**config.mk**
```make
export PLATFORM = sky130hd
export DESIGN_NAME = nodestat_accum
export DESIGN_NICKNAME = d
export VERILOG_FILES = /design/src/rtl/nodestat_pkg.sv /design/src/rtl/nodestat_merge.sv /design/src/rtl/nodestat_snap.sv /design/src/rtl/nodestat_pulse.sv /design/src/rtl/nodestat_accum.sv
export SDC_FILE = /design/constraint.sdc
export NUM_CORES = 1
export LEC_CHECK = 0
export ABC_AREA = 1
export BUFFER_PORTS_ARGS = -buffer_cell sky130_fd_sc_hd__buf_2
export CORE_ASPECT_RATIO = 2
export CORE_MARGIN = 3
export CORE_UTILIZATION = 38
export CTS_CLUSTER_SIZE = 8
export DETAILED_ROUTE_END_ITERATION = 7
export PLACE_DENSITY = 0.74
export SYNTH_ARGS = -nofsm -noshare
export SYNTH_HDL_FRONTEND = slang
export SYNTH_HIERARCHICAL = 1
export SYNTH_SLANG_ARGS = --single-unit
```
**constraint.sdc**
```tcl
create_clock -name clk -period 0.8 [get_ports clk]
set_clock_uncertainty 0.05 [all_clocks]
set_input_delay 0.12 -clock clk [delete_from_list [all_inputs] [get_ports clk]]
set_output_delay 0.12 -clock clk [all_outputs]
set_load 0.05 [all_outputs]
```
**src/rtl/nodestat_pkg.sv**
```systemverilog
package nodestat_pkg;

   // Selects whether the top module builds the snapshot-updated pulse.
   typedef enum logic [0:0] {
      SNAP_PULSE_OFF = 1'b0,
      SNAP_PULSE_ON  = 1'b1
   } snap_pulse_e;

   localparam int unsigned NODESTAT_MAX_W = 1024;

endpackage

```
**src/rtl/nodestat_merge.sv**
```systemverilog
// Working register: one lane per node bit, OR-accumulated over a cycle.
module nodestat_merge #(
   parameter int unsigned VEC_W = 16
) (
   input  logic             clk,
   input  logic             rst,
   input  logic             cyc_end,
   input  logic             rx_valid,
   input  logic [VEC_W-1:0] rx_vec,
   output logic [VEC_W-1:0] merged
);

   logic [VEC_W-1:0] acc_q;
   logic [VEC_W-1:0] rx_gated;

   assign rx_gated = rx_vec & {VEC_W{rx_valid}};

   for (genvar b = 0; b < VEC_W; b++) begin : g_lane
      always_ff @(posedge clk) begin
         if (rst)
            acc_q[b] <= 1'b0;
         else if (cyc_end)
            acc_q[b] <= 1'b0;
         else if (rx_gated[b])
            acc_q[b] <= 1'b1;
      end
   end

   // Value presented for publication includes a same-clock reception.
   assign merged = acc_q | rx_gated;

   AST_MERGE_KEEPS_BITS: assert property (@(posedge clk) disable iff (rst)
      (!cyc_end) |=> ((acc_q & $past(acc_q)) == $past(acc_q)));

   AST_IDLE_NO_CHANGE: assert property (@(posedge clk) disable iff (rst)
      (!cyc_end && !rx_valid) |=> $stable(acc_q));

   AST_CLEARED_AFTER_END: assert property (@(posedge clk) disable iff (rst)
      cyc_end |=> (acc_q == '0));

endmodule

```
**src/rtl/nodestat_snap.sv**
```systemverilog
// Host-visible display register, loaded only at a cycle boundary.
module nodestat_snap #(
   parameter int unsigned VEC_W = 16
) (
   input  logic             clk,
   input  logic             rst,
   input  logic             load,
   input  logic [VEC_W-1:0] din,
   output logic [VEC_W-1:0] dout
);

   logic [VEC_W-1:0] disp_q;

   always_ff @(posedge clk) begin
      if (rst)
         disp_q <= '0;
      else if (load)
         disp_q <= din;
   end

   assign dout = disp_q;

   AST_DISP_HELD: assert property (@(posedge clk) disable iff (rst)
      (!load) |=> $stable(disp_q));

endmodule

```
**src/rtl/nodestat_pulse.sv**
```systemverilog
// Optional snapshot-updated strobe; the variant is picked at elaboration.
module nodestat_pulse
   import nodestat_pkg::*;
#(
   parameter snap_pulse_e PULSE_MODE = SNAP_PULSE_ON
) (
   input  logic clk,
   input  logic rst,
   input  logic fire,
   output logic pulse
);

   if (PULSE_MODE == SNAP_PULSE_ON) begin : g_on
      logic pulse_q;
      always_ff @(posedge clk) begin
         if (rst)
            pulse_q <= 1'b0;
         else
            pulse_q <= fire;
      end
      assign pulse = pulse_q;

      AST_PULSE_AFTER_END: assert property (@(posedge clk) disable iff (rst)
         fire |=> pulse);
      AST_PULSE_ONLY_AFTER_END: assert property (@(posedge clk) disable iff (rst)
         (!fire) |=> (!pulse));
   end else begin : g_off
      assign pulse = 1'b0;
      logic unused_in;
      assign unused_in = &{1'b0, clk, rst, fire};
   end

endmodule

```
**src/rtl/nodestat_accum.sv**
```systemverilog
module nodestat_accum
   import nodestat_pkg::*;
#(
   parameter int unsigned VEC_W      = 16,
   parameter snap_pulse_e PULSE_MODE = SNAP_PULSE_ON
) (
   input  logic             clk,
   input  logic             rst,
   input  logic             cyc_end,
   input  logic             rx_valid,
   input  logic [VEC_W-1:0] rx_vec,
   output logic [VEC_W-1:0] host_vec,
   output logic             snap_upd
);

   if (VEC_W < 1 || VEC_W > NODESTAT_MAX_W) begin : g_bad_width
      $error("nodestat_accum: VEC_W out of range");
   end

   logic [VEC_W-1:0] merged;

   nodestat_merge #(.VEC_W(VEC_W)) u_merge (
      .clk      (clk),
      .rst      (rst),
      .cyc_end  (cyc_end),
      .rx_valid (rx_valid),
      .rx_vec   (rx_vec),
      .merged   (merged)
   );

   nodestat_snap #(.VEC_W(VEC_W)) u_snap (
      .clk  (clk),
      .rst  (rst),
      .load (cyc_end),
      .din  (merged),
      .dout (host_vec)
   );

   nodestat_pulse #(.PULSE_MODE(PULSE_MODE)) u_pulse (
      .clk   (clk),
      .rst   (rst),
      .fire  (cyc_end),
      .pulse (snap_upd)
   );

   AST_SAME_CLOCK_RX_PUBLISHED: assert property (@(posedge clk) disable iff (rst)
      (cyc_end && rx_valid) |=> ((host_vec & $past(rx_vec)) == $past(rx_vec)));

   AST_EMPTY_BACK_TO_BACK: assert property (@(posedge clk) disable iff (rst)
      (cyc_end && !rx_valid && $past(cyc_end) && !$past(rst)) |=> (host_vec == '0));

endmodule

```
==> results.cfg, run 1 <==
[finish]
area_growth_pct = 37.1
fin_util_pct = 55.4
stdcell_area_um2 = 1930
drive_gt1_share_pct = 39.0
fin_cells = 294
diodes = 0
finalNetCount = 266

[routing]
wirelength_mm = 2.65
drc_errors = 0
route.vias.total = 1176
drt_first_pass_iters = 5
drt-initial-drc-count = 13
post_drt_wl_per_cell_um = 9.01
via_per_inst = 4.00
drtAntennaViolNets = 0

[global_route]
met1_usage_pct = 15.1
gr-total-overflow = 0
grt_max_degree = 25
grt-busiest-layer = met2
met3_usage_pct = 4.07
grt_pass1_vias = 1113
grt_usage_pct = 13.4
grt_pass1_wl_mm = 4.75
antenna_found_initial = 0
global_route.usage.met2_pct = 22.3

[hold_path]
min_path_cells = 5
worstHoldEndpoint = u_merge/acc_q[12]$_SDFFE_PP0P_
hold_start = rx_vec[12]
worstHoldPathType = primary input to register

[critical_path]
reg2reg_depth = 6
path_class = register to primary output
critical-path-slowest-cell = dfxtp_2
path_cells = buf_8
endpoint_kind = primary output
cp_max_fo = 2
critPathLaunchType = register
crit_family = flip-flops
reg2reg_slack_ns = 0.05
arrival_ns = 0.78
crit_path_max_incr_delay_ns = 0.35
crit_required_ns = 0.63
crit_buf_inv = 1
timing.rr.start = u_merge/acc_q[4]$_SDFFE_PP0P_
r2r_end = u_snap/dout[4]$_SDFFE_PP0P_

[synth]
synthMuxAreaShare_pct = 0
synth_top_family_by_area = simple AND/OR/NAND/NOR gates
synth_nets = 224
ys_seq_area_share_pct = 46.9
synth_edf_count = 0
synth-compound-area-share_pct = 0
synthTopCellsByArea = dfxtp_1 (47%), nand2_1 (18%), inv_1 (13%)
ys.flop_type = dfxtp_1
avgSynthCellArea_um2 = 6.91
synth-seq-cells = 33
yosysWarnings = 6
yosysMostFrequentCell = nand2_1
synthXorXnorAreaFrac_pct = 0
synth.distinct_cells = 10
synthAdderAreaFrac_pct = 0
ys_top_cells_by_count = nand2_1 (66), inv_1 (50), dfxtp_1 (33)
synth_cells = 204
synthSimpleGateAreaFrac_pct = 33.9
synth_area_um2 = 1410
async_flop_share_pct = 0
synth_top_cell_by_area = dfxtp_1
synth_top_area_share_pct = 46.9

[flow_run]
cap_violations = 0

[timing]
fmax_mhz = 1060
finalCriticalPeriod_ns = 0.948
worstMarginPinSlew_ns = 0.333
relSlewSlack_pct = 77.8
min_period_over_period_pct = 118
rsz0062_at_grt = true
finalWorstSetupSlack_ns = -0.148
final-hold-violation-count = 0
slew_violations = 0
setup_viol = 17

[clocking]
path_clk_slew_ns = 0.06
htreeDepth = 2
post_cts_buffers = 0
cts-root-buf = clkbuf_8
cts_num_sinks = 33
clk_latency_ns = 0.28
cts_tree = done
clockBufferDepth = 2
cts_inserted_buffers = 5

[placement]
dp.cells = 286
dp_slack_ns = -0.141
dp_hpwl_mm = 1.88
placed_area_um2 = 1660
io_buffers = 36
gp_congestion = 0.739

[die]
ios = 37
initial_core_util_pct = 40.4
dieArea_um2 = 4520
die_x_um = 49.1
core_area_um2 = 3490
num_rows = 30
fp.dieH_um = 92.2

[outcome]
status = finished with violations
violations = negative setup slack

[power]
p_per_area_nw_per_um2 = 1980
vdd_drop_max_mv = 1.37
p_leak_nw = 1.09
cell families after synthesis:
| kind of cell | count (synthesis) |
|---|---|
| and+or+nand+nor | 114 |
| buffers and inverters | 57 |
| DFF | 33 |
sequential cells by signal, indices dropped and copies added, names as in the netlist:
register,count
u_pulse/pulse,1
u_snap/dout,16
u_merge/acc_q,16
routing by layer:
| layer | up-vias | wire (um) |
|---|---|---|
| met1 | 508 | 1090 |
| met5 | - | 0 |
| met3 | 6 | 100 |
| met2 | 24 | 1400 |
| met4 | 0 | 58 |
| li1 | 638 | - |
report_power, final:
group	internal, mW	leakage, nW	total (mW)	switching [mW]
logic	0.323	0.763	0.775	0.452
registers	1.75	0.279	1.80	0.0574
clock network	0.682	0.0443	1.24	0.560
placed cells by master (no fill, tap or decap), drive strengths merged:
master / count
inv: 50
dfxtp: 33
nor2: 34
nand2: 80
dlygate4sd3: 1
buf: 41
clkbuf: 7
area by class of cell:
cell class / instances / area [um2]
clock buffer: 7 / 86.3
fill: 358 / 1560
sequential: 33 / 688
timing repair buffer: 42 / 428
multi-input combinational: 114 / 483
inverter: 50 / 188
tap: 48 / 60.1
worst max-delay path by stage:
| stage | start | to | slack [ns] | depth (start not counted) |
|---|---|---|---|---|
| 2_1_floorplan | rx_valid | u_snap/dout[4]$_SDFFE_PP0P_ | 0.005 | 8 |
| 3_5_place_dp | rx_valid | u_snap/dout[9]$_SDFFE_PP0P_ | -0.14 | 7 |
| 4_1_cts | u_snap/dout[1]$_SDFFE_PP0P_ | host_vec[1] | -0.17 | 1 |
| 6_report | u_snap/dout[6]$_SDFFE_PP0P_ | host_vec[6] | -0.15 | 1 |
| 3_3_place_gp | rx_valid | u_snap/dout[4]$_SDFFE_PP0P_ | -0.13 | 7 |
| 5_1_grt | u_snap/dout[7]$_SDFFE_PP0P_ | host_vec[7] | -0.18 | 1 |
per-stage QoR:
| step | hold slack, ns | TNS (ns) | power [mW] |
|---|---|---|---|
| after floorplan | 0.137 | 0 | 2.31 |
| after global placement | 0.302 | -1.61 | 2.46 |
| after detailed placement | 0.305 | -1.95 | 2.47 |
| after CTS | 0.0711 | -2.51 | 3.84 |
| after global routing | 0.0905 | -2.85 | 4.03 |
| final | 0.0766 | -2.28 | 3.82 |
timing repair:
action | in CTS | in global routing
hold buffers | 1 | 0
gates resized for setup | 40 | 24
endpoints found under the setup margin | 17 | 24
pin swaps | 0 | 9
hold endpoints to repair | 1 | 0
(Power assumes the default switching activity.)
==> run 2, diff against run 1 <==
--- a/config.mk
+++ b/config.mk
@@ -12,7 +12,7 @@
 export CORE_UTILIZATION = 38
 export CTS_CLUSTER_SIZE = 8
 export DETAILED_ROUTE_END_ITERATION = 7
-export PLACE_DENSITY = 0.74
+export PLACE_DENSITY = 0.72
 export SYNTH_ARGS = -nofsm -noshare
 export SYNTH_HDL_FRONTEND = slang
 export SYNTH_HIERARCHICAL = 1
==> constraint.sdc (replaced) <==
create_clock -name clk -period 0.9 [get_ports clk]
set_clock_uncertainty 0.05 [all_clocks]
set_input_delay 0.135 -clock clk [delete_from_list [all_inputs] [get_ports clk]]
set_output_delay 0.135 -clock clk [all_outputs]
set_load 0.05 [all_outputs]
==> run 2 against run 1 <==
- the run still ends with negative setup slack left
- setup slack gained 0.080 ns
- sequential power decreased by 11%
- clock power down 13%
- sequential cell count unchanged
- combinational power fell by 12%
- critical path depth did not move
- cell area down 1.2%
- critical path type unchanged
==> results.cfg, run 2 (synthesized netlist as in run 1, its figures left out) <==
[timing]
worst_hold_slack_ns = 0.102
relSlewSlack_pct = 65.9
setup_viol = 17
slew_violations = 0
worstMarginPinSlew_ns = 0.511
fmax_mhz = 1030
final-hold-violation-count = 0
finalCriticalPeriod_ns = 0.967
rsz0062_at_grt = true
finalWorstSetupSlack_ns = -0.0674
min_period_over_period_pct = 107

[critical_path]
critPathLaunchType = register
crit_family = flip-flops
critical-path-slowest-cell = dfxtp_2
arrival_ns = 0.78
crit_required_ns = 0.71
path_class = register to primary output
crit_path_max_incr_delay_ns = 0.36
cp_max_fo = 2
crit_buf_inv = 1
endpoint_kind = primary output
path_cells = buf_8

[die]
die_x_um = 49.1
num_rows = 30
ios = 37
fp.dieH_um = 92.2
initial_core_util_pct = 40.4
dieArea_um2 = 4520
core_area_um2 = 3490

[finish]
final_cell_mix = nand2_1 (66), inv_1 (50), nor2_1 (30), buf_2 (19)
diodes = 0
fin_cells = 293
layout_commonest_cell = nand2_1
drive_gt1_share_pct = 33.1
finalNetCount = 265
fin_util_pct = 54.7
area_growth_pct = 35.4

[routing]
drc_errors = 0
drtAntennaViolNets = 0
drt_first_pass_iters = 4
wirelength_mm = 2.64
route.vias.total = 1175
post_drt_wl_per_cell_um = 9.00
drt-initial-drc-count = 7
via_per_inst = 4.01

[global_route]
gr-total-overflow = 0
grt_pass1_wl_mm = 4.60
grt_usage_pct = 13.2
grt_max_degree = 23
grt_pass1_vias = 1095
antenna_found_initial = 0

[clocking]
cts-root-buf = clkbuf_8
cts_inserted_buffers = 5
clockBufferDepth = 2
htreeDepth = 2
clk_latency_ns = 0.28
cts_num_sinks = 33
cts_tree = done
path_clk_slew_ns = 0.06

[outcome]
violations = negative setup slack
status = finished with violations

[power]
vdd_drop_max_mv = 1.06
p_per_area_nw_per_um2 = 1760
p_leak_nw = 1.08

[placement]
io_buffers = 36
gp_congestion = 0.709
dp_hpwl_mm = 1.85
dp.cells = 284

[flow_run]
cap_violations = 0

[hold_path]
worstHoldPathType = primary input to register
## run 2: cell types whose count changed in the layout (fill, tap and decap cells not counted), sizes merged
cell,before,now
buf,41,40
## run 2: final timing paths
path	start	end	slack, ns	depth (start not counted)
max	u_snap/dout[14]$_SDFFE_PP0P_	host_vec[14]	-0.07	1
min	rx_vec[2]	u_merge/acc_q[2]$_SDFFE_PP0P_	0.10	5
max reg2reg	u_merge/acc_q[7]$_SDFFE_PP0P_	u_snap/dout[7]$_SDFFE_PP0P_	0.13	6
min reg2reg	u_snap/dout[11]$_SDFFE_PP0P_	u_snap/dout[11]$_SDFFE_PP0P_	0.43	2
## run 2: cell type report
class,instances,area (um2)
well taps,48,60.1
repair buffers,41,415
inverters,50,188
fillers,344,1580
clock buffers,7,86.3
multi-input cells,114,478
flip-flops and latches,33,682
## run 2: power by group
group          switching (mW)  internal, mW  total, mW  leakage [nW]
clock network           0.477         0.606       1.08        0.0443
logic                   0.398         0.280      0.679         0.759
registers              0.0505          1.55       1.60         0.277
## run 2: metrics by stage
stage	power, mW	setup WS [ns]	instance area (um2)	TNS (ns)
6_report	3.36	-0.0674	1910	-0.777
5_1_grt	3.54	-0.0978	1910	-1.31
3_5_place_dp	2.18	-0.123	1620	-1.29
4_1_cts	3.41	-0.0758	1880	-1.05
3_3_place_gp	2.17	-0.128	1620	-1.39
2_1_floorplan	2.04	0.0148	1410	0
## run 2: what timing repair did
action / in CTS / in global routing
cloned: 0 / 0
endpoints found under the setup margin: 17 / 17
hold endpoints to repair: 1 / 0
setup buffers: 1 / 0
resized for setup: 57 / 8
hold buffers: 1 / 0
pin swaps: 0 / 0
## run 2: per-layer routing
metal / global-route usage, % / vias up / routed length [um]
met5: 0 / - / 0
met3: 3.58 / 7 / 104
met1: 13.1 / 504 / 1030
met4: 8.55 / 0 / 76
met2: 23.2 / 22 / 1430
li1: - / 642 / -
